## config.mk

```make
export PLATFORM = sky130hd
export DESIGN_NAME = ptb_bridge
export DESIGN_NICKNAME = d
export VERILOG_FILES = /design/src/rtl/ptb_pkg.sv /design/src/rtl/ptb_ctrl.sv /design/src/rtl/ptb_regs.sv /design/src/rtl/ptb_bridge.sv
export SDC_FILE = /design/constraint.sdc
export NUM_CORES = 1
export LEC_CHECK = 0
export ABC_AREA = 1
export BUFFER_PORTS_ARGS = -buffer_cell sky130_fd_sc_hd__buf_2
export CAP_MARGIN = 15
export CORE_MARGIN = 5
export CORE_UTILIZATION = 44
export DETAILED_ROUTE_END_ITERATION = 10
export GPL_TIMING_DRIVEN = 0
export PLACE_DENSITY = 0.9
export SETUP_SLACK_MARGIN = 0.5
export SLEW_MARGIN = 20
export SYNTH_ARGS = -nofsm -noshare
export SYNTH_HDL_FRONTEND = slang
export SYNTH_SLANG_ARGS = --single-unit
```

## constraint.sdc

```tcl
create_clock -name clk -period 3.35 [get_ports clk]
set_input_delay 0.1675 -clock clk [delete_from_list [all_inputs] [get_ports clk]]
set_output_delay 0.1675 -clock clk [all_outputs]
set_load 0.01 [all_outputs]
```

## src/rtl/ptb_pkg.sv

```systemverilog
package ptb_pkg;

   typedef enum logic [1:0] {
      PT_IDLE = 2'd0,
      PT_WAIT = 2'd1,
      PT_DONE = 2'd2
   } pt_state_e;

endpackage

```

## src/rtl/ptb_ctrl.sv

```systemverilog
module ptb_ctrl
   import ptb_pkg::*;
(
   input  logic clk,
   input  logic rst_n,
   input  logic cyc_req,
   input  logic hit_any,
   input  logic cyc_write,
   input  logic cyc_abort,
   input  logic ao_rd_data,
   input  logic ao_wr_data,
   output logic capture,
   output logic pending,
   output logic done,
   output logic dir_write_q
);

   pt_state_e state_q, state_d;
   logic      finish;

   assign capture = (state_q == PT_IDLE) && cyc_req && hit_any;
   assign finish  = (state_q == PT_WAIT) && !cyc_abort &&
                    (dir_write_q ? ao_rd_data : ao_wr_data);

   always_comb begin
      state_d = state_q;
      case (state_q)
         PT_IDLE: if (capture) state_d = PT_WAIT;
         PT_WAIT: begin
            if (cyc_abort)   state_d = PT_IDLE;
            else if (finish) state_d = PT_DONE;
         end
         PT_DONE: state_d = PT_IDLE;
         default: state_d = PT_IDLE;
      endcase
   end

   always_ff @(posedge clk) begin
      if (!rst_n) begin
         state_q     <= PT_IDLE;
         dir_write_q <= 1'b0;
      end else begin
         state_q <= state_d;
         if (capture) dir_write_q <= cyc_write;
      end
   end

   assign pending = (state_q == PT_WAIT);
   assign done    = (state_q == PT_DONE);

endmodule

```

## src/rtl/ptb_regs.sv

```systemverilog
module ptb_regs #(
   parameter int          W        = 32,
   parameter int          NREG     = 4,
   parameter int          OFS_W    = 8,
   parameter logic [7:0]  ADDR_OFS = 8'h28,
   parameter logic [7:0]  DATA_OFS = 8'h2C,
   localparam int         IW       = $clog2(NREG)
) (
   input  logic             clk,
   input  logic             capture,
   input  logic [NREG-1:0]  cyc_hit,
   input  logic [W-1:0]     cyc_addr,
   input  logic             cyc_write,
   input  logic [W-1:0]     cyc_wdata,
   input  logic [OFS_W-1:0] ao_addr,
   input  logic             ao_wr,
   input  logic [W-1:0]     ao_wdata,
   output logic [W-1:0]     addr_q,
   output logic [W-1:0]     data_q,
   output logic [IW-1:0]    region_q,
   output logic [W-1:0]     ao_rdata
);

   localparam logic [OFS_W-1:0] A_OFS = OFS_W'(ADDR_OFS);
   localparam logic [OFS_W-1:0] D_OFS = OFS_W'(DATA_OFS);

   // lowest-index priority select over the hit lines
   logic [NREG-1:0] below_set;
   logic [NREG-1:0] first_hit;
   logic [IW-1:0]   hit_idx;

   genvar gi;
   for (gi = 0; gi < NREG; gi++) begin : g_prio
      if (gi == 0) begin : g_first
         assign below_set[gi] = 1'b0;
      end else begin : g_rest
         assign below_set[gi] = below_set[gi-1] | cyc_hit[gi-1];
      end
      assign first_hit[gi] = cyc_hit[gi] & ~below_set[gi];
   end

   always_comb begin
      hit_idx = '0;
      for (int k = 0; k < NREG; k++) begin
         if (first_hit[k]) hit_idx = hit_idx | IW'(k);
      end
   end

   always_ff @(posedge clk) begin
      if (capture) begin
         addr_q   <= cyc_addr;
         region_q <= hit_idx;
      end
      if (capture && cyc_write)
         data_q <= cyc_wdata;
      else if (ao_wr && ao_addr == D_OFS)
         data_q <= ao_wdata;
   end

   always_comb begin
      if (ao_addr == A_OFS)      ao_rdata = addr_q;
      else if (ao_addr == D_OFS) ao_rdata = data_q;
      else                       ao_rdata = '0;
   end

endmodule

```

## src/rtl/ptb_bridge.sv

```systemverilog
module ptb_bridge #(
   parameter int          W        = 32,
   parameter int          NREG     = 4,
   parameter int          OFS_W    = 8,
   parameter logic [7:0]  ADDR_OFS = 8'h28,
   parameter logic [7:0]  DATA_OFS = 8'h2C,
   localparam int         IW       = $clog2(NREG)
) (
   input  logic             clk,
   input  logic             rst_n,
   input  logic             cyc_req,
   input  logic [NREG-1:0]  cyc_hit,
   input  logic [W-1:0]     cyc_addr,
   input  logic             cyc_write,
   input  logic [W-1:0]     cyc_wdata,
   input  logic             cyc_abort,
   output logic             cyc_ready,
   output logic [W-1:0]     cyc_rdata,
   input  logic [OFS_W-1:0] ao_addr,
   input  logic             ao_rd,
   input  logic             ao_wr,
   input  logic [W-1:0]     ao_wdata,
   output logic [W-1:0]     ao_rdata,
   output logic             attn_n,
   output logic [IW-1:0]    ao_region,
   output logic             ao_dir_write
);

   if (NREG < 2) begin : g_bad_nreg
      $error("ptb_bridge: NREG must be at least 2");
   end
   if (OFS_W < 1 || OFS_W > 8) begin : g_bad_ofs
      $error("ptb_bridge: OFS_W must be 1 to 8");
   end
   if (ADDR_OFS == DATA_OFS) begin : g_same_ofs
      $error("ptb_bridge: register offsets must differ");
   end
   if (W < 1) begin : g_bad_w
      $error("ptb_bridge: W must be positive");
   end

   localparam logic [OFS_W-1:0] D_OFS = OFS_W'(DATA_OFS);

   logic          capture, pending, done, dir_write_q;
   logic          ao_rd_data, ao_wr_data;
   logic [W-1:0]  addr_q, data_q;
   logic [IW-1:0] region_q;

   assign ao_rd_data = ao_rd && (ao_addr == D_OFS);
   assign ao_wr_data = ao_wr && (ao_addr == D_OFS);

   ptb_ctrl u_ctrl (
      .clk         (clk),
      .rst_n       (rst_n),
      .cyc_req     (cyc_req),
      .hit_any     (|cyc_hit),
      .cyc_write   (cyc_write),
      .cyc_abort   (cyc_abort),
      .ao_rd_data  (ao_rd_data),
      .ao_wr_data  (ao_wr_data),
      .capture     (capture),
      .pending     (pending),
      .done        (done),
      .dir_write_q (dir_write_q)
   );

   ptb_regs #(
      .W        (W),
      .NREG     (NREG),
      .OFS_W    (OFS_W),
      .ADDR_OFS (ADDR_OFS),
      .DATA_OFS (DATA_OFS)
   ) u_regs (
      .clk       (clk),
      .capture   (capture),
      .cyc_hit   (cyc_hit),
      .cyc_addr  (cyc_addr),
      .cyc_write (cyc_write),
      .cyc_wdata (cyc_wdata),
      .ao_addr   (ao_addr),
      .ao_wr     (ao_wr),
      .ao_wdata  (ao_wdata),
      .addr_q    (addr_q),
      .data_q    (data_q),
      .region_q  (region_q),
      .ao_rdata  (ao_rdata)
   );

   assign attn_n       = !pending;
   assign cyc_ready    = done;
   assign cyc_rdata    = (done && !dir_write_q) ? data_q : '0;
   assign ao_region    = region_q;
   assign ao_dir_write = dir_write_q;

endmodule

```

After elaboration in Yosys (flattened, before gate mapping):

Index checks and enable logic that the tools add are counted.
Widths: inputs -> output; s select.

* equality and inequality tests: 6
* multiplexer cells: 11
* bitwise logic cells: 8
* reduce and logical (&&, ||, !) cells: 16

Operator list (count)
* $mux 32: 5
* $eq 8x6->1 const B: 2
* $logic_and 1x1->1: 8
* $mux 2: 3
* $pmux 2 s2: 1
* $reduce_or 4->1: 1
* $and 1x1->1: 3
* $logic_not 1->1: 3
* $ne 3x2->1 const B: 1
* $not 1->1: 3
* $eq 2x1->1 const B: 1
* $eq 2x2->1 const B: 1
* $logic_not 2->1: 1
* $mux 1: 2
* $ne 2x1->1 const B: 1
* $or 1x1->1: 2
* $reduce_and 2->1: 1
* $reduce_bool 2->1: 1
* $reduce_or 2->1: 1

* flip-flop bits (word level): 69
* input port bits: 115
* output and inout bits: 69
* word-level logic and storage cells: 47

Longest topological paths before layout:

Gate-level depths: netlist of the first run.

* depth in word-level cells: 7
* depth in mapped cells: 9
* mapped depth without buffers: 8

Cells and area by module:

Synthesis of the first run repeated with hierarchy kept, for this count alone.

* cells, all modules: 421
* area, all modules: 3636.0 um2

Modules (own cells, without submodules)
* ptb_regs: times used 1, cells an instance 306, area an instance 3037.9 um2, seq. area each 1981.9 um2
* ptb_bridge: times used 1, cells an instance 89, area an instance 434.2 um2, seq. area each 0.0 um2
* ptb_ctrl: times used 1, cells an instance 26, area an instance 163.9 um2, seq. area each 60.1 um2

Worst setup path before layout of the first run:

No wires, ideal clock.

* path type: register to register
* start point: register u_ctrl.state_q[1]
* end point: register u_regs.data_q[0], enable pin
* data arrival time: 2.013 ns
* required time: 2.961 ns
* setup slack: 0.947 ns
* stages on the path, launching flop included: 7
* buffers on the path: 1
* clock period less this slack: 2.403 ns
* cell sequence: dfxtp_1 > nor3b_2 > nand2_2 > inv_2 > nand2_4 > buf_6 > nand2_1

* cells in the longest elaborated chain, start to end: 5

Ends and longest elaborated chain
* start: declaration: RTL line ptb_ctrl.sv:18 `pt_state_e state_q, state_d;`
* start signal: assignment: RTL line ptb_ctrl.sv:43 `state_q <= state_d;`
* $logic_not 2->1: RTL line ptb_ctrl.sv:21 `assign capture = (state_q == PT_IDLE) && cyc_req && hit_any;`
* $logic_and 1x1->1 (2 in a row): RTL line ptb_ctrl.sv:21
* net capture: RTL line ptb_bridge.sv:44 `logic capture, pending, done, dir_write_q;`
* $logic_and 1x1->1: RTL line ptb_regs.sv:54 `if (capture && cyc_write)`
* $reduce_bool 2->1 (no source line)
* end signal: assignment: RTL line ptb_regs.sv:55 `data_q <= cyc_wdata;`
* end signal: assignment: RTL line ptb_regs.sv:57 `data_q <= ao_wdata;`
* end: declaration: RTL line ptb_regs.sv:19 `output logic [W-1:0] data_q,`

The timed path passes the listed nets, and every way through them passes these cells.
A chain may end at the register's enable or synchronous reset.

Final worst setup path of the first run:

* start point: register u_ctrl.state_q[0]
* end point: register u_regs.data_q[23], enable pin

Same word-level chain as after synthesis.

==> results of run 1 <==
-- metrics by stage --
stage / instance area (sq um) / worst slack, ps
2_1_floorplan: 3260 / 947
5_1_grt: 4670 / 597
4_1_cts: 4660 / 634
6_report: 4670 / 825
3_5_place_dp: 4300 / 658
3_3_place_gp: 4300 / 326
-- repair_timing --
| action | 4_1_cts | 5_1_grt |
|---|---|---|
| hold buffers | 20 | 1 |
| gates resized for setup | 0 | 1 |
| endpoints found under the hold margin | 20 | 1 |
| setup endpoints to repair | 0 | 32 |
-- cell type report --
| type | count | area (sq um) | area share, % |
|---|---|---|---|
| Sequential cell | 69 | 2040 | 43.7 |
| Timing Repair Buffer | 204 | 1130 | 24.1 |
| Multi-Input combinational cell | 193 | 841 | 18.0 |
| Inverter | 75 | 285 | 6.11 |
| Clock buffer | 11 | 131 | 2.81 |
| Tap cell | 99 | 124 | 2.65 |
| Buffer | 15 | 95.1 | 2.04 |
| Clock inverter | 5 | 27.5 | 0.589 |
-- cell usage in the layout (no fill, tap or decap), drive strengths merged --
master and instances:
buf 192, nand2 110, inv 74, edfxtp 66, nor2 42, o22ai 32
dlygate4sd3 21, clkbuf 17, clkinv 6, a21oi 3, dfxtp 3, nand3 2
nor3b 1, nand4 1, nor3 1, a31oi 1
-- final timing paths --
kind | to | slack (ps) | startpoint
worst max register to register | u_regs.data_q[23]$_DFFE_PP_ | 820 | u_ctrl.state_q[0]$_SDFFE_PN0P_
worst min register to register | u_ctrl.dir_write_q$_SDFFE_PN0P_ | 510 | u_ctrl.dir_write_q$_SDFFE_PN0P_
worst max-delay path | u_regs.data_q[23]$_DFFE_PP_ | 820 | u_ctrl.state_q[0]$_SDFFE_PN0P_
worst min-delay path | u_regs.addr_q[10]$_DFFE_PP_ | 20 | cyc_addr[10]
-- logic make-up (layout without fill, tap and decap cells) --
family	count (synthesis)	in the layout	synth area share (%)
buf+inv	90	310	11.6
flops	69	69	62.6
compound gates	36	36	6.79
simple gates	157	157	18.9
-- sequential cells by signal, summed over array words and instances, names as in the netlist --
| name | flops |
|---|---|
| u_regs.addr_q | 32 |
| u_regs.data_q | 32 |
| u_regs.region_q | 2 |
| u_ctrl.state_q | 2 |
| u_ctrl.dir_write_q | 1 |
-- synthesized netlist by cell type (all sizes together) --
cell type,instances
dfxtp,3
inv,75
nor3b,1
nor2,42
nand4,1
edfxtp,66
a31oi,1
a21oi,3
o22ai,32
nor3,1
clkbuf,6
nand3,2
buf,9
nand2,110
-- layer usage --
layer | global-route usage, % | up-vias
li1 | - | 1554
met1 | 23.4 | 1453
met2 | 40.9 | 140
met3 | 4.85 | 14
met4 | 9.00 | 0
met5 | 0 | -
-- worst max-delay path, delay by kind of cell, from the launching register on --
| family | cells | cell delay (ps) |
|---|---|---|
| simple gates | 4 | 970 |
| flops | 1 | 380 |
| buf+inv | 2 | 720 |
-- power groups by stage --
stage	sequential (mW)	clock (mW)	combinational [mW]
after floorplan	1.04	0	0.109
after global placement	1.05	0	0.210
after detailed placement	1.05	0	0.222
after CTS	1.03	0.577	0.241
after global routing	1.04	0.614	0.270
final	1.03	0.565	0.242
==> impl_metrics.tcl, run 1 <==
set metrics [dict create \
    first_pass_iters 4 \
    area_growth_pct 43.3 \
    net-switching-power_uw 451 \
    placementRows 31 \
    p_int_mw 1.39 \
    antenna_found_initial 0 \
    core_sq_um 7210 \
    path_max_fanout 35 \
    htreeDepth 3 \
    grt_pass1_vias 3232 \
    hpwl_mm 7.34 \
    clock_skew_ps 6.01 \
    antenna_left 0 \
    cts.path.max_buffers 2 \
    die-area_sq_um 9230 \
    post_synth.cell_area_avg_sq_um 9.26 \
    cellLeakagePower_nw 2.53 \
    wl_met3_um 771 \
    rsz0062_at_grt "no" \
    sw_frac_of_total_pct 24.5 \
    worstSetupEndpointType "register" \
    place_inst 634 \
    ys_warn_count 0 \
    viasPerCell 4.71 \
    netlist_area_sq_um 3260 \
    clockPowerShare_pct 30.7 \
    fillers 588 \
    comb_power_share_pct 13.1 \
    cp-start-kind "register" \
    cpMostUsedCell "nand2_2" \
    ios 184 \
    layout-drive-gt1-share_pct 37.2 \
    critPathRequiredTime_ps 3240 \
    crit_arrival_ps 2410 \
    diodes 0 \
    yosysSeqAreaShare_pct 62.6 \
    ys_seq_elements 69 \
    crit_type "register to register" \
    worst_pin_slew_ps 817 \
    num-nets-final 682 \
    cts_buffers 9 \
    hold_class "input port to register" \
    p_per_area_nw_per_um2 393 \
    die_h_um 96.1 \
    wirelength_mm 10.0 \
    cts_sinks 69 \
    synth_nets 467 \
    cts_tree "done" \
    grt_usage_pct 21.8 \
    p_total_mw 1.84 \
    setup_viol 0 \
    start_util_pct 45.2 \
    drt_iter0_drc 129 \
    synth.distinct_cells 21 \
    wl_met2_mm 5.32 \
    p_seq_share_pct 56.1 \
    status "finished clean" \
    post_cts_buffers 0 \
    die_w_um 96.1 \
    max_freq_mhz 396 \
    overflow 0 \
    slowest_stage "clkinv_2" \
    drv_slew 0 \
    peakVddDrop_v 0.000244 \
    worst_hold_slack_ps 15.3 \
    r2r_cells 6 \
    clkTransAtPathRegs_ps 80 \
    crit_chain "nor3b_2 > nand2_2 > clkinv_2 > nand2_4 > buf_6 > nand2_2" \
    relSlewSlack_pct 45.3 \
    fin_crit_ps 2530 \
    max_stage_delay_ps 530 \
    avgRoutedWirePerCell_um 14.9 \
    root_buffer "clkbuf_8" \
    hold_depth 1 \
    globalplace.congestion 0.840 \
    finalNonFillerCells 671 \
    tns_ps 0 \
    clk_latency_ps 330 \
    wl_met1_mm 3.72 \
    portBuffers 183 \
    vias 3161 \
    grt_max_degree 36 \
    fin_crit_sh_pct 75.4 \
    routed.top_layer "met4" \
    utilization_pct 64.8 \
    route.detailed.drc 0 \
    synthCells 352 \
    synth_top_area_share_pct 60.8 \
    synth_area_leader_cell "edfxtp_1" \
    maxCapViolations 0 \
    hold_violations 0 \
    grt_pass1_wl_mm 15.0 \
    yosys-top-cells-area "edfxtp_1 (61%), nand2_1 (12%), inv_1 (8.3%)" \
]
No activity file was read; power rests on OpenSTA's default activity.
==> run 2: changes to the inputs <==
Settings changed: ABC_AREA 1 to 0.
Clock period 3.35 ns to 2.55 ns, I/O delays scaled along.
==> impl_metrics.tcl, run 2 <==
set metrics [dict create \
    route.detailed.drc 0 \
    hold_violations 0 \
    p_int_mw 1.96 \
    grt_busiest_layer "met2" \
    fin_crit_ps 2020 \
    antenna_found_initial 0 \
    regArea_sq_um 2040 \
    grt_usage_pct 21.3 \
    comb_power_share_pct 12.9 \
    first_pass_iters 4 \
    yosys-top-cells-area "edfxtp_1 (60%), mux2_4 (13%), a22o_1 (8.5%)" \
    globalplace.congestion 0.876 \
    num-nets-final 552 \
    cts.path.max_buffers 2 \
    root_buffer "clkbuf_8" \
    cts_sinks 69 \
    clock_skew_ps 13.9 \
    die_h_um 96.4 \
    multi_input_area_sq_um 1180 \
    clockPowerShare_pct 33.0 \
    max_freq_mhz 494 \
    synth_area_leader_cell "edfxtp_1" \
    gr-usage-met3_pct 4.85 \
    ios 184 \
    use_met1_pct 23.7 \
    hpwl_mm 7.02 \
    diodes 0 \
    grt_pass1_wl_mm 14.4 \
    cts_tree "done" \
    drt_iter0_drc 68 \
    wirelength_mm 10.1 \
    ys_seq_elements 69 \
    grt_pass1_vias 2818 \
    p_seq_share_pct 54.2 \
    r2r_cells 5 \
    clkTransAtPathRegs_ps 80 \
    status "finished clean" \
    async_reset_ff_share_pct 0 \
    htreeDepth 3 \
    hold_depth 2 \
    worstSetupEndpointType "register" \
    setup_viol 0 \
    final_common_cell "buf_2" \
    portBuffers 183 \
    die_w_um 96.4 \
    rsz0062_at_grt "no" \
    vias 2711 \
    synth_common_cells "edfxtp_1 (66), and2_1 (33), a22o_1 (32)" \
    p_total_mw 2.49 \
    placementRows 31 \
    layout-drive-gt1-share_pct 56.8 \
    core_sq_um 7250 \
    area_growth_pct 50.2 \
    start_util_pct 45.2 \
    synth_nets 323 \
    synth_top_area_share_pct 60.4 \
    net-switching-power_uw 529 \
    maxCapViolations 0 \
    post_synth.cell_area_avg_sq_um 15.8 \
    relSlewSlack_pct 55.0 \
    yosysMostFrequentCell "edfxtp_1" \
    cp-start-kind "register" \
    antenna_left 0 \
    netlist_area_sq_um 3280 \
    overflow 0 \
    viasPerCell 5.01 \
    p_per_area_nw_per_um2 504 \
    layout_common_cells "buf_2 (189), edfxtp_1 (66), and2_1 (33), a22o_1 (32), dlygate4sd3_1 (32)" \
    fillers 530 \
    die-area_sq_um 9290 \
    crit_type "register to register" \
    cts_buffers 9 \
    largestRegisters "u_regs.addr_q x32, u_regs.data_q x32" \
    path_max_fanout 11 \
    critPathRequiredTime_ps 2610 \
    avgRoutedWirePerCell_um 18.7 \
    hold_class "input port to register" \
    synth_edf_count 66 \
    sw_frac_of_total_pct 21.3 \
    synth.distinct_cells 28 \
    worst_pin_slew_ps 669 \
    cellLeakagePower_nw 2.36 \
    tns_ps 0 \
    drv_slew 0 \
    ys_warn_count 0 \
    crit_arrival_ps 2090 \
    grt_util_met2_pct 39.3 \
    peakVddDrop_v 0.000324 \
    clk_latency_ps 320 \
    yosysSeqAreaShare_pct 62.2 \
    grt_max_degree 19 \
    fin_crit_sh_pct 79.4 \
    synthCells 208 \
    ys.flop_type "edfxtp_1" \
]
==> run 2: changes by cell type after synthesis, sizes merged, moves of 2 or more <==
cell and delta:
nor2 -38, and2 +33, or3b +3, nor2b +2, nand2 -109, inv -73
a22o +32, mux2 +33, o22ai -32
==> run 2: routing by layer <==
layer	routed length (um)	vias to the layer above
met1	3650	1313
met2	5620	121
met4	202	0
met3	659	19
li1	-	1258
met5	0	-
==> run 2: power by group through the flow <==
| stage | clock network, mW | logic (mW) | registers (mW) |
|---|---|---|---|
| after floorplan | 0 | 0.132 | 1.37 |
| after global placement | 0 | 0.249 | 1.37 |
| after detailed placement | 0 | 0.267 | 1.37 |
| after CTS | 0.837 | 0.312 | 1.35 |
| after global routing | 0.890 | 0.343 | 1.35 |
| final | 0.820 | 0.320 | 1.35 |
==> run 2: layout make-up <==
type / instances / area share [%]
inverter: 2 / 0.152
clock buffer: 10 / 2.59
multi-input combinational: 123 / 24.0
sequential: 69 / 41.4
clock inverter: 6 / 1.09
buffer: 15 / 2.51
tap: 99 / 2.51
timing repair buffer: 217 / 25.8
==> run 2: final timing paths <==
path | end | slack, ps | startpoint
max | u_regs.data_q[23]$_DFFE_PP_ | 530 | u_ctrl.state_q[1]$_SDFFE_PN0P_
min reg2reg | u_ctrl.dir_write_q$_SDFFE_PN0P_ | 570 | u_ctrl.dir_write_q$_SDFFE_PN0P_
max reg2reg | u_regs.data_q[23]$_DFFE_PP_ | 530 | u_ctrl.state_q[1]$_SDFFE_PN0P_
min | u_ctrl.state_q[0]$_SDFFE_PN0P_ | 40 | rst_n
==> run 2: worst max-delay path: stages, from the launching register on <==
cell and delay, ps:
dfxtp_1 330, or3b_4 420, or3b_1 370, buf_6 160
buf_12 160, mux2_4 310
==> run 2: stage by stage <==
step	instance area [sq um]	hold slack [ps]	setup slack, ps	std cells	util [%]
2_1_floorplan	3290	226	518	208	-
3_3_place_gp	4330	305	57.5	490	59.7
3_5_place_dp	4360	306	326	491	60.2
4_1_cts	4890	20.6	494	540	67.4
5_1_grt	4930	30.1	502	541	68.0
6_report	4930	36.1	526	541	68.0
==> run 2: timing repair <==
| item | in CTS | in global routing |
|---|---|---|
| gates cloned | 1 | 0 |
| buffers inserted | 0 | 1 |
| endpoints found under the hold margin | 32 | 0 |
| hold buffers | 32 | 0 |
| gates resized for setup | 4 | 7 |
| setup endpoints to repair | 45 | 64 |
==> run 2: cells by family after synthesis <==
kind of cell | after synthesis | synth area share (%)
flops | 69 | 62.2
simple gates | 52 | 10.1
compound gates | 37 | 9.42
mux | 33 | 14.5
buf+inv | 17 | 3.74
